## src/rtl/cps_pkg.sv

```systemverilog
`timescale 1ns/1ps
package cps_pkg;

    typedef enum logic [2:0] {
        S_IDLE      = 3'd0,
        S_SETTLE    = 3'd1,
        S_SOFTSTART = 3'd2,
        S_CONDUCT   = 3'd3,
        S_SLOWOFF   = 3'd4,
        S_TRIPPED   = 3'd5,
        S_LOCKOUT   = 3'd6
    } guard_state_e;

    localparam int NUM_SLOW_FAULTS = 2;
    localparam int FLT_BATT        = 0;
    localparam int FLT_CURR        = 1;

    // States in which the shared phase timer counts
    function automatic logic is_timed(guard_state_e s);
        return (s == S_SETTLE) || (s == S_SOFTSTART) || (s == S_SLOWOFF);
    endfunction

endpackage

```

## src/rtl/cps_blank_filter.sv

```systemverilog
`timescale 1ns/1ps
module cps_blank_filter #(
    parameter int HOLD_CYC = 8
) (
    input  logic clk,
    input  logic rst_n,
    input  logic arm,
    input  logic raw,
    output logic trip
);
    localparam int CW = (HOLD_CYC > 1) ? $clog2(HOLD_CYC) : 1;
    localparam logic [CW-1:0] LAST = CW'(HOLD_CYC - 1);

    logic [CW-1:0] run_q;

    // Counts consecutive armed cycles with the flag high, saturating
    always_ff @(posedge clk or negedge rst_n) begin
        if (!rst_n) begin
            run_q <= '0;
        end else if (!arm || !raw) begin
            run_q <= '0;
        end else if (run_q != LAST) begin
            run_q <= run_q + 1'b1;
        end
    end

    assign trip = arm && raw && (run_q == LAST);

endmodule

```

## src/rtl/cps_event_tally.sv

```systemverilog
`timescale 1ns/1ps
module cps_event_tally #(
    parameter int CNT_W = 4
) (
    input  logic clk,
    input  logic rst_n,
    input  logic clr,
    input  logic bump,
    output logic full
);
    localparam logic [CNT_W-1:0] TOP = '1;

    logic [CNT_W-1:0] cnt_q;
    logic             full_q;

    // 2**CNT_W events: the last one, seen with the count at TOP, sets full
    always_ff @(posedge clk or negedge rst_n) begin
        if (!rst_n) begin
            cnt_q  <= '0;
            full_q <= 1'b0;
        end else if (clr) begin
            cnt_q  <= '0;
            full_q <= 1'b0;
        end else if (bump) begin
            if (cnt_q == TOP) begin
                full_q <= 1'b1;
            end else begin
                cnt_q <= cnt_q + 1'b1;
            end
        end
    end

    assign full = full_q;

endmodule

```

## src/rtl/cps_phase_timer.sv

```systemverilog
`timescale 1ns/1ps
module cps_phase_timer #(
    parameter int TW = 8
) (
    input  logic          clk,
    input  logic          rst_n,
    input  logic          restart,
    output logic [TW-1:0] elapsed
);
    always_ff @(posedge clk or negedge rst_n) begin
        if (!rst_n) begin
            elapsed <= '0;
        end else if (restart) begin
            elapsed <= '0;
        end else begin
            elapsed <= elapsed + 1'b1;
        end
    end

endmodule

```

## src/rtl/chg_path_guard.sv

```systemverilog
`timescale 1ns/1ps
module chg_path_guard
    import cps_pkg::*;
#(
    parameter int SETTLE_CYC = 2_500_000,
    parameter int SOFT_CYC   = 250_000,
    parameter int RAMP_CYC   = 12_500,
    parameter int BLANK_BAT  = 45_000,
    parameter int BLANK_OC   = 42_500,
    parameter int EVT_W      = 4
) (
    input  logic clk,
    input  logic rst_n,
    input  logic por_ok,
    input  logic in_ovp,
    input  logic bat_ovp,
    input  logic over_cur,
    input  logic temp_hot,
    input  logic temp_cool,
    input  logic disable_in,
    output logic sw_en,
    output logic ramp_up,
    output logic ramp_dn,
    output logic warn_n
);
    localparam int LONG_A  = (SETTLE_CYC > SOFT_CYC) ? SETTLE_CYC : SOFT_CYC;
    localparam int LONGEST = (LONG_A > RAMP_CYC) ? LONG_A : RAMP_CYC;
    localparam int TW      = $clog2(LONGEST) + 1;
    localparam logic [TW-1:0] SETTLE_LAST = TW'(SETTLE_CYC - 1);
    localparam logic [TW-1:0] SOFT_LAST   = TW'(SOFT_CYC - 1);
    localparam logic [TW-1:0] RAMP_LAST   = TW'(RAMP_CYC - 1);

    guard_state_e state, state_nx;

    logic                       hot_q;
    logic                       rd_dis_q;
    logic [NUM_SLOW_FAULTS-1:0] flt_raw;
    logic [NUM_SLOW_FAULTS-1:0] flt_trip;
    logic [NUM_SLOW_FAULTS-1:0] ev_full;
    logic                       arm;
    logic                       cnt_clr;
    logic                       any_trip;
    logic                       locked_out;
    logic                       faults_clear;
    logic                       tmr_restart;
    logic [TW-1:0]              elapsed;

    assign flt_raw[FLT_BATT] = bat_ovp;
    assign flt_raw[FLT_CURR] = over_cur;
    assign arm               = (state == S_SOFTSTART) || (state == S_CONDUCT);
    assign cnt_clr           = disable_in || !por_ok;

    // One blanking window and one event tally per slow fault kind
    for (genvar g = 0; g < NUM_SLOW_FAULTS; g++) begin : g_slow
        localparam int HOLD = (g == FLT_BATT) ? BLANK_BAT : BLANK_OC;

        cps_blank_filter #(.HOLD_CYC(HOLD)) u_blank (
            .clk   (clk),
            .rst_n (rst_n),
            .arm   (arm),
            .raw   (flt_raw[g]),
            .trip  (flt_trip[g])
        );

        cps_event_tally #(.CNT_W(EVT_W)) u_tally (
            .clk   (clk),
            .rst_n (rst_n),
            .clr   (cnt_clr),
            .bump  (flt_trip[g]),
            .full  (ev_full[g])
        );
    end

    assign any_trip     = |flt_trip;
    assign locked_out   = |ev_full;
    assign faults_clear = !in_ovp && !hot_q && !bat_ovp && !over_cur;

    // Next-state logic
    always_comb begin
        state_nx = state;
        if (!por_ok) begin
            state_nx = S_IDLE;
        end else begin
            unique case (state)
                S_IDLE: begin
                    if (!disable_in) state_nx = S_SETTLE;
                end
                S_SETTLE: begin
                    if (disable_in)
                        state_nx = S_IDLE;
                    else if (!in_ovp && !hot_q && (elapsed == SETTLE_LAST))
                        state_nx = S_SOFTSTART;
                end
                S_SOFTSTART: begin
                    if (in_ovp)
                        state_nx = S_TRIPPED;
                    else if (disable_in || hot_q || any_trip)
                        state_nx = S_SLOWOFF;
                    else if (elapsed == SOFT_LAST)
                        state_nx = S_CONDUCT;
                end
                S_CONDUCT: begin
                    if (in_ovp)
                        state_nx = S_TRIPPED;
                    else if (disable_in || hot_q || any_trip)
                        state_nx = S_SLOWOFF;
                end
                S_SLOWOFF: begin
                    if (in_ovp)
                        state_nx = S_TRIPPED;
                    else if (elapsed == RAMP_LAST) begin
                        if (rd_dis_q || disable_in)
                            state_nx = S_IDLE;
                        else if (locked_out)
                            state_nx = S_LOCKOUT;
                        else
                            state_nx = S_TRIPPED;
                    end
                end
                S_TRIPPED: begin
                    if (disable_in)
                        state_nx = S_IDLE;
                    else if (locked_out)
                        state_nx = S_LOCKOUT;
                    else if (faults_clear)
                        state_nx = S_SETTLE;
                end
                S_LOCKOUT: begin
                    if (disable_in) state_nx = S_IDLE;
                end
                default: state_nx = S_IDLE;
            endcase
        end
    end

    assign tmr_restart = (state_nx != state) || !is_timed(state)
                       || ((state == S_SETTLE) && (in_ovp || hot_q));

    cps_phase_timer #(.TW(TW)) u_timer (
        .clk     (clk),
        .rst_n   (rst_n),
        .restart (tmr_restart),
        .elapsed (elapsed)
    );

    // State register
    always_ff @(posedge clk or negedge rst_n) begin
        if (!rst_n) begin
            state <= S_IDLE;
        end else begin
            state <= state_nx;
        end
    end

    // Over-temperature hysteresis and ramp-down cause
    always_ff @(posedge clk or negedge rst_n) begin
        if (!rst_n) begin
            hot_q    <= 1'b0;
            rd_dis_q <= 1'b0;
        end else begin
            if (temp_hot)
                hot_q <= 1'b1;
            else if (temp_cool)
                hot_q <= 1'b0;
            if ((state != S_SLOWOFF) && (state_nx == S_SLOWOFF))
                rd_dis_q <= disable_in;
        end
    end

    // Output decode
    always_comb begin
        sw_en   = 1'b0;
        ramp_up = 1'b0;
        ramp_dn = 1'b0;
        warn_n  = 1'b1;
        unique case (state)
            S_IDLE: ;
            S_SETTLE: warn_n = !(in_ovp || hot_q);
            S_SOFTSTART: begin
                sw_en   = 1'b1;
                ramp_up = 1'b1;
            end
            S_CONDUCT: sw_en = 1'b1;
            S_SLOWOFF: begin
                sw_en   = 1'b1;
                ramp_dn = 1'b1;
                warn_n  = rd_dis_q;
            end
            S_TRIPPED, S_LOCKOUT: warn_n = 1'b0;
            default: ;
        endcase
    end

endmodule

```

## config.mk

```make
export PLATFORM = sky130hd
export DESIGN_NAME = chg_path_guard
export DESIGN_NICKNAME = d
export VERILOG_FILES = /design/src/rtl/cps_pkg.sv /design/src/rtl/cps_blank_filter.sv /design/src/rtl/cps_event_tally.sv /design/src/rtl/cps_phase_timer.sv /design/src/rtl/chg_path_guard.sv
export SDC_FILE = /design/constraint.sdc
export NUM_CORES = 1
export LEC_CHECK = 0
export ABC_AREA = 1
export BUFFER_PORTS_ARGS = -buffer_cell sky130_fd_sc_hd__buf_2
export CORE_ASPECT_RATIO = 1.2
export CORE_MARGIN = 2
export CORE_UTILIZATION = 45
export CTS_BUF_LIST = sky130_fd_sc_hd__clkbuf_8
export CTS_CLUSTER_DIAMETER = 120
export DETAILED_ROUTE_END_ITERATION = 8
export MAX_ROUTING_LAYER = met4
export SLEW_MARGIN = 20
export SYNTH_ARGS = -nofsm -noshare
export SYNTH_HDL_FRONTEND = slang
export SYNTH_SLANG_ARGS = --single-unit
export TNS_END_PERCENT = 30
```

## constraint.sdc

```tcl
create_clock -name clk -period 2.4 [get_ports clk]
set_input_delay 0.72 -clock clk [delete_from_list [all_inputs] [get_ports clk]]
set_output_delay 0.72 -clock clk [all_outputs]
set_load 0.03 [all_outputs]
```

==> Yosys cells after proc, flatten, opt, wreduce, memory -nomap -nowiden <==
Index checks and enable logic that the tools add are counted.
{ "totals": {"ff_bits": 70, "latchBits": 0, "mem_bits_rw": 0, "mem_bits_ro": 0, "out_inout_bits": 4, "n_memories": 0} }
{ "classes": {"add_sub_neg": 5, "n_mul": 0, "div": 0, "n_lt_le_gt_ge": 0, "n_eq_ne": 20, "shift": 0, "muxes": 41, "bitwise": 0, "reduce_logical": 46} }
{ "op_table": {"columns": ["op", "n"], "rows": [
  ["$mux W16", 4],
  ["$mux W3", 16],
  ["$add A16 B1 Y16 const B", 2],
  ["$eq A16 B16 Y1 const B", 2],
  ["$ne A16 B16 Y1 const B", 2],
  ["$mux W4", 6],
  ["$add A23 B1 Y23 const B", 1],
  ["$eq A23 B14 Y1 const B", 1],
  ["$eq A23 B18 Y1 const B", 1],
  ["$eq A23 B22 Y1 const B", 1],
  ["$mux W23", 1],
  ["$pmux W3 S7", 1],
  ["$reduce_bool A2 Y1", 7],
  ["$eq A3 B3 Y1 const B", 4],
  ["$logic_or A1 B1 Y1", 12],
  ["$mux W1", 11],
  ["$logic_and A1 B1 Y1", 10],
  ["$add A4 B1 Y4 const B", 2],
  ["$eq A4 B4 Y1 const B", 2],
  ["$logic_not A1 Y1", 8],
  ["$reduce_and A2 Y1", 4],
  ["$eq A3 B2 Y1 const B", 2],
  ["$reduce_or A2 Y1", 3],
  ["$ne A2 B2 Y1 const B", 2],
  ["other kinds (7)", 7]
]} }

==> Longest topological paths before layout <==
{ "depth": {"ltp_word": 14, "mapped_depth": 17, "ltp_nobuf": 15} }

==> Cells and area by module <==
From an unflattened synthesis, not the netlist that was laid out.
{ "hier_totals": {"hier_cells": 697, "area_unflattened_um2": 4654.5} }
{ "modules_own_cells": {"columns": ["module", "instances", "cells_per_inst", "area_per_inst_um2"], "rows": [
  ["cps_phase_timer", 1, 177, 1295.0],
  ["cps_blank_filter (g_slow[0].u_blank)", 1, 148, 1017.2],
  ["cps_blank_filter (g_slow[1].u_blank)", 1, 133, 955.9],
  ["chg_path_guard", 1, 171, 858.3],
  ["cps_event_tally", 2, 34, 264.0]
]} }

==> Worst setup path after synthesis <==
OpenSTA, ideal clock, no wires.
{ "synth_timing": {"path_kind": "in2reg", "start": "input disable_in", "end": "register u_timer.elapsed[17]", "arrival_ps": 1940, "path_slack_ps": 339, "cell_stages": 12, "n_path_buf": 1, "cell_sequence": "or2_2 -> nor2_1 -> nand4_1 -> nor2_1 -> nor2_1 -> nand3_1 -> nand2_1 -> nand2_1 -> nand2_1 -> nand3_2 -> buf_6 -> nor2_2"} }
{ "synth_via": {"elab_chain_cells": 10} }
{ "synth_lines": {"columns": ["element", "line", "text"], "rows": [
  ["start, declared", "chg_path_guard.sv:20", "input logic disable_in,"],
  ["$logic_or A1 B1 Y1 (on tied branches)", "chg_path_guard.sv:112, chg_path_guard.sv:97, chg_path_guard.sv:105", null],
  ["$mux W3 / $logic_or A1 B1 Y1 (equally long branches)", "chg_path_guard.sv:112, chg_path_guard.sv:97, chg_path_guard.sv:105", null],
  ["$mux W3 (on tied branches)", "chg_path_guard.sv:111, chg_path_guard.sv:97, chg_path_guard.sv:105", null],
  ["$mux W3 (on tied branches)", "chg_path_guard.sv:109, chg_path_guard.sv:95, chg_path_guard.sv:103", null],
  ["$pmux W3 S7 (*)", "chg_path_guard.sv:84", "unique case (state)"],
  ["$mux W3 (*)", "chg_path_guard.sv:81", "if (!por_ok) begin"],
  ["$ne A3 B3 Y1 (*)", "chg_path_guard.sv:136", "assign tmr_restart = (state_nx != state) || !is_timed(state)"],
  ["$logic_or A1 B1 Y1 (*)", "chg_path_guard.sv:136", null],
  ["$logic_or A1 B1 Y1 (*)", "chg_path_guard.sv:137", "|| ((state == S_SETTLE) && (in_ovp || hot_q));"],
  ["$mux W23 (*)", "cps_phase_timer.sv:13", "end else if (restart) begin"],
  ["end signal, assigned", "cps_phase_timer.sv:16", "elapsed <= elapsed + 1'b1;"],
  ["end, declared", "cps_phase_timer.sv:8", "output logic [TW-1:0] elapsed"]
]} }
Every way passes the cells marked *; elsewhere a longest branch is shown, timed or not.
A chain may end at the register's enable or synchronous reset.

==> Worst setup path after layout <==
{ "layout_timing": {"start": "register state[0]", "end": "output warn_n"} }
{ "layout_via": {"elab_chain_cells": 3} }
{ "layout_lines": {"columns": ["element", "line", "text"], "rows": [
  ["start, declared", "chg_path_guard.sv:33", "guard_state_e state, state_nx;"],
  ["start signal, assigned", "chg_path_guard.sv:151", "state <= state_nx;"],
  ["$eq A3 B3 Y1", "chg_path_guard.sv:176", "unique case (state)"],
  ["$reduce_or A2 Y1", "chg_path_guard.sv:176", null],
  ["$pmux W1 S3 (*)", "chg_path_guard.sv:176", null],
  ["end, declared", "chg_path_guard.sv:24", "output logic warn_n"]
]} }
Marked as above.

==> metrics <==
status finished, final reports clean; sequential area share after synthesis 42.6%; GPL Wtd Cong 0.935; max-cap violation count 0; Sequential Power Share 53.2%; die span in x 91.3 um; Detailed Routing Iterations Pass 1 6; initial antenna violation count 0; TritonCTS buffer count 9; post-synth design cell area 4120 sq um; Clk Latency, worst-skew pair 0.35 ns; Critical Path AT 1.55 ns; P_sw 0.546 mW; Rel. slew slack 71.5%; Die Area 9930 sq um; Syn Inst Count 561; leakage 2.04 nW; Crit Path Class reg -> out; DRC 0; number of distinct library cells after synthesis 36; H-tree Lvls 3; footprint of the multi-input gates 1990 sq um; Main synth FF type dfrtp_1; design area 4630 sq um; CTS tree yes; Pins Over Slew Limit 0; worst slack at placement 0.00972 ns; unrepaired setup endpoints after global routing yes; Reg-to-Reg Start u_timer.elapsed[0]$_DFF_PN0_; clock skew 0.0124 ns; Iter 0 DRT Violations 212; Worst-path clk slew 0.08 ns; vias per inst 4.95; P_int 1.69 mW; Die H 109 um; Reg2Reg Capture Point u_timer.elapsed[22]$_DFF_PN0_; register bit total from synthesis 70; num ports 13; Antenna Violating Nets Remaining 0; PortBufs 12; Slew @ Worst Pin 0.423 ns; Clock power frac 42.9%; Max Clock Freq 440 MHz; Register Area 1750 sq um; Crit Path Max Fanout 7; pwr dens 484 nW/um^2; Syn-to-layout area delta 12.4%; Avg WL per Cell 12.2 um; depth of the worst register-to-register path 14; FP Rows 38; switch share 24.4%; HPWL after DPL 6.50 mm; Starting Density 45.8%; GRT Overall Usage 19.9%; final hold vios 0; antenna cells 0; Root Driver clkbuf_8; Peak supply drop 0.249 mV; global-route wire length before repair 15.3 mm; vias in the first global route 3539; WP data required 1.68 ns; Clock Path Buffers 2; fill count 881; min cycle time layout 2.27 ns; dpl cell area 4400 sq um; Worst setup SP type flip-flop; share of layout cells above drive strength 1 14.6%; ys async rst share 100%; core footprint 8990 sq um; Ys Warns 0; average cell area after synthesis 7.34 sq um; Hold WC Path Type in -> async; DRT Wirelength 8.75 mm; Final Setup Violations 0; clock sink total 70; Setup crit end kind output pin; grt total ovfl 0; final net count 606; FF-to-FF setup slack 0.24 ns; Post-synth EDFFs 0; final period utilization 94.6%; Comb power frac 3.9%; vias 3549; synthesized net count 575; final setup margin 0.129 ns; largest net degree at the start of global routing 71
## Yosys cell counts, drive strengths merged (3+ instances only)
| cell type | instances | share of area [%] |
|---|---|---|
| a21oi | 25 | 3.1 |
| a31oi | 3 | 0.46 |
| buf | 3 | 0.82 |
| dfrtp | 70 | 43 |
| ha | 5 | 1.5 |
| inv | 94 | 8.6 |
| nand2 | 117 | 11 |
| nand3 | 36 | 4.7 |
| nand4 | 16 | 2.4 |
| nor2 | 102 | 11 |
| nor3 | 26 | 3.3 |
| nor4 | 4 | 0.61 |
| o21ai | 27 | 3.3 |
| xnor2 | 4 | 0.85 |
| xor2 | 14 | 3.0 |
## per-layer routing
layer / GRT usage [%] / up-vias / wire length, um
li1: - / 1847 / -
met1: 22.5 / 1617 / 3900
met2: 35.0 / 65 / 4380
met3: 3.39 / 20 / 251
met4: 8.44 / 0 / 222
met5: - / - / 0
## critical path: stages (launching register included)
cell	delay, ns
dfrtp_2	0.48
inv_1	0.15
nand3_2	0.13
inv_2	0.12
nand2_1	0.06
nand3_1	0.06
buf_2	0.20
## power by group through the flow
| stage | combinational [mW] | sequential, mW | clock [mW] |
|---|---|---|---|
| final | 0.0864 | 1.19 | 0.961 |
| after global routing | 0.0987 | 1.19 | 1.06 |
| after CTS | 0.0889 | 1.19 | 0.999 |
| after detailed placement | 0.0882 | 1.21 | 0 |
| after global placement | 0.0864 | 1.21 | 0 |
| after floorplan | 0.0370 | 1.21 | 0 |
## kinds of logic after synthesis
| kind of cell | after synthesis | share of synthesized area (%) |
|---|---|---|
| AOI/OAI and AO/OA | 61 | 7.97 |
| DFF | 70 | 42.6 |
| and+or+nand+nor | 307 | 34.4 |
| adders and majority gates | 5 | 1.52 |
| buffers and inverters | 100 | 9.70 |
| xor gates and xnor gates | 18 | 3.83 |
## through the flow
step | power (mW) | util (%) | cells | setup TNS [ns] | hold WS [ns]
floorplan | 1.25 | - | 561 | 0 | 0.424
global placement | 1.30 | 49.0 | 701 | 0 | 0.461
detailed placement | 1.30 | 49.0 | 701 | 0 | 0.465
CTS | 2.28 | 51.2 | 717 | 0 | 0.394
global route | 2.35 | 51.5 | 717 | -0.0110 | 0.411
finish | 2.24 | 51.5 | 717 | 0 | 0.368
## cell type report
class,instances,share of cell area (%)
inverters,96,7.82
flip-flops and latches,70,37.9
repair buffers,24,3.79
well taps,120,3.25
clock buffers,9,2.68
clock inverters,7,1.62
multi-input cells,391,42.9
## how the worst max path moves through the flow
| stage | startpoint | endpoint | slack (ns) |
|---|---|---|---|
| after floorplan | disable_in | u_timer.elapsed[17]$_DFF_PN0_ | 0.34 |
| after global placement | disable_in | u_timer.elapsed[0]$_DFF_PN0_ | 0.1 |
| after detailed placement | in_ovp | u_timer.elapsed[22]$_DFF_PN0_ | 0.01 |
| after CTS | state[1]$_DFF_PN0_ | warn_n | 0.02 |
| after global routing | u_timer.elapsed[0]$_DFF_PN0_ | u_timer.elapsed[22]$_DFF_PN0_ | -0.009 |
| final | state[0]$_DFF_PN0_ | warn_n | 0.13 |
## placed cells by master (no fill, tap or decap), drive strengths merged
| master | instances |
|---|---|
| dfrtp | 70 |
| bufinv | 1 |
| nor2 | 102 |
| nand3b | 2 |
| nor3b | 2 |
| inv | 94 |
| nor4 | 4 |
| nand4 | 16 |
| nor3 | 26 |
| a211oi | 2 |
| clkbuf | 9 |
| o21ai | 27 |
| ha | 5 |
| a21oi | 25 |
| xor2 | 14 |
| buf | 24 |
| o21bai | 1 |
| nand3 | 36 |
| a221oi | 1 |
| nand2 | 117 |
| clkinvlp | 3 |
| o22ai | 1 |
| a31oi | 3 |
| o21a | 1 |
| clkinv | 5 |
| or2 | 2 |
| xnor2 | 4 |
## what timing repair did
action                     4_1_cts  5_1_grt
buffers inserted                 0        0
setup endpoints to repair        1       21
hold buffers                     0        0
resized for setup                1        6
## flip-flops by register name (all words and copies together), names as in the netlist
| register | cells |
|---|---|
| g_slow.u_tally.full | 2 |
| g_slow.u_blank.run_q | 32 |
| hot_q | 1 |
| rd_dis_q | 1 |
| state | 3 |
| u_timer.elapsed | 23 |
| g_slow.u_tally.cnt_q | 8 |
Power figures use the tool's default switching activity.
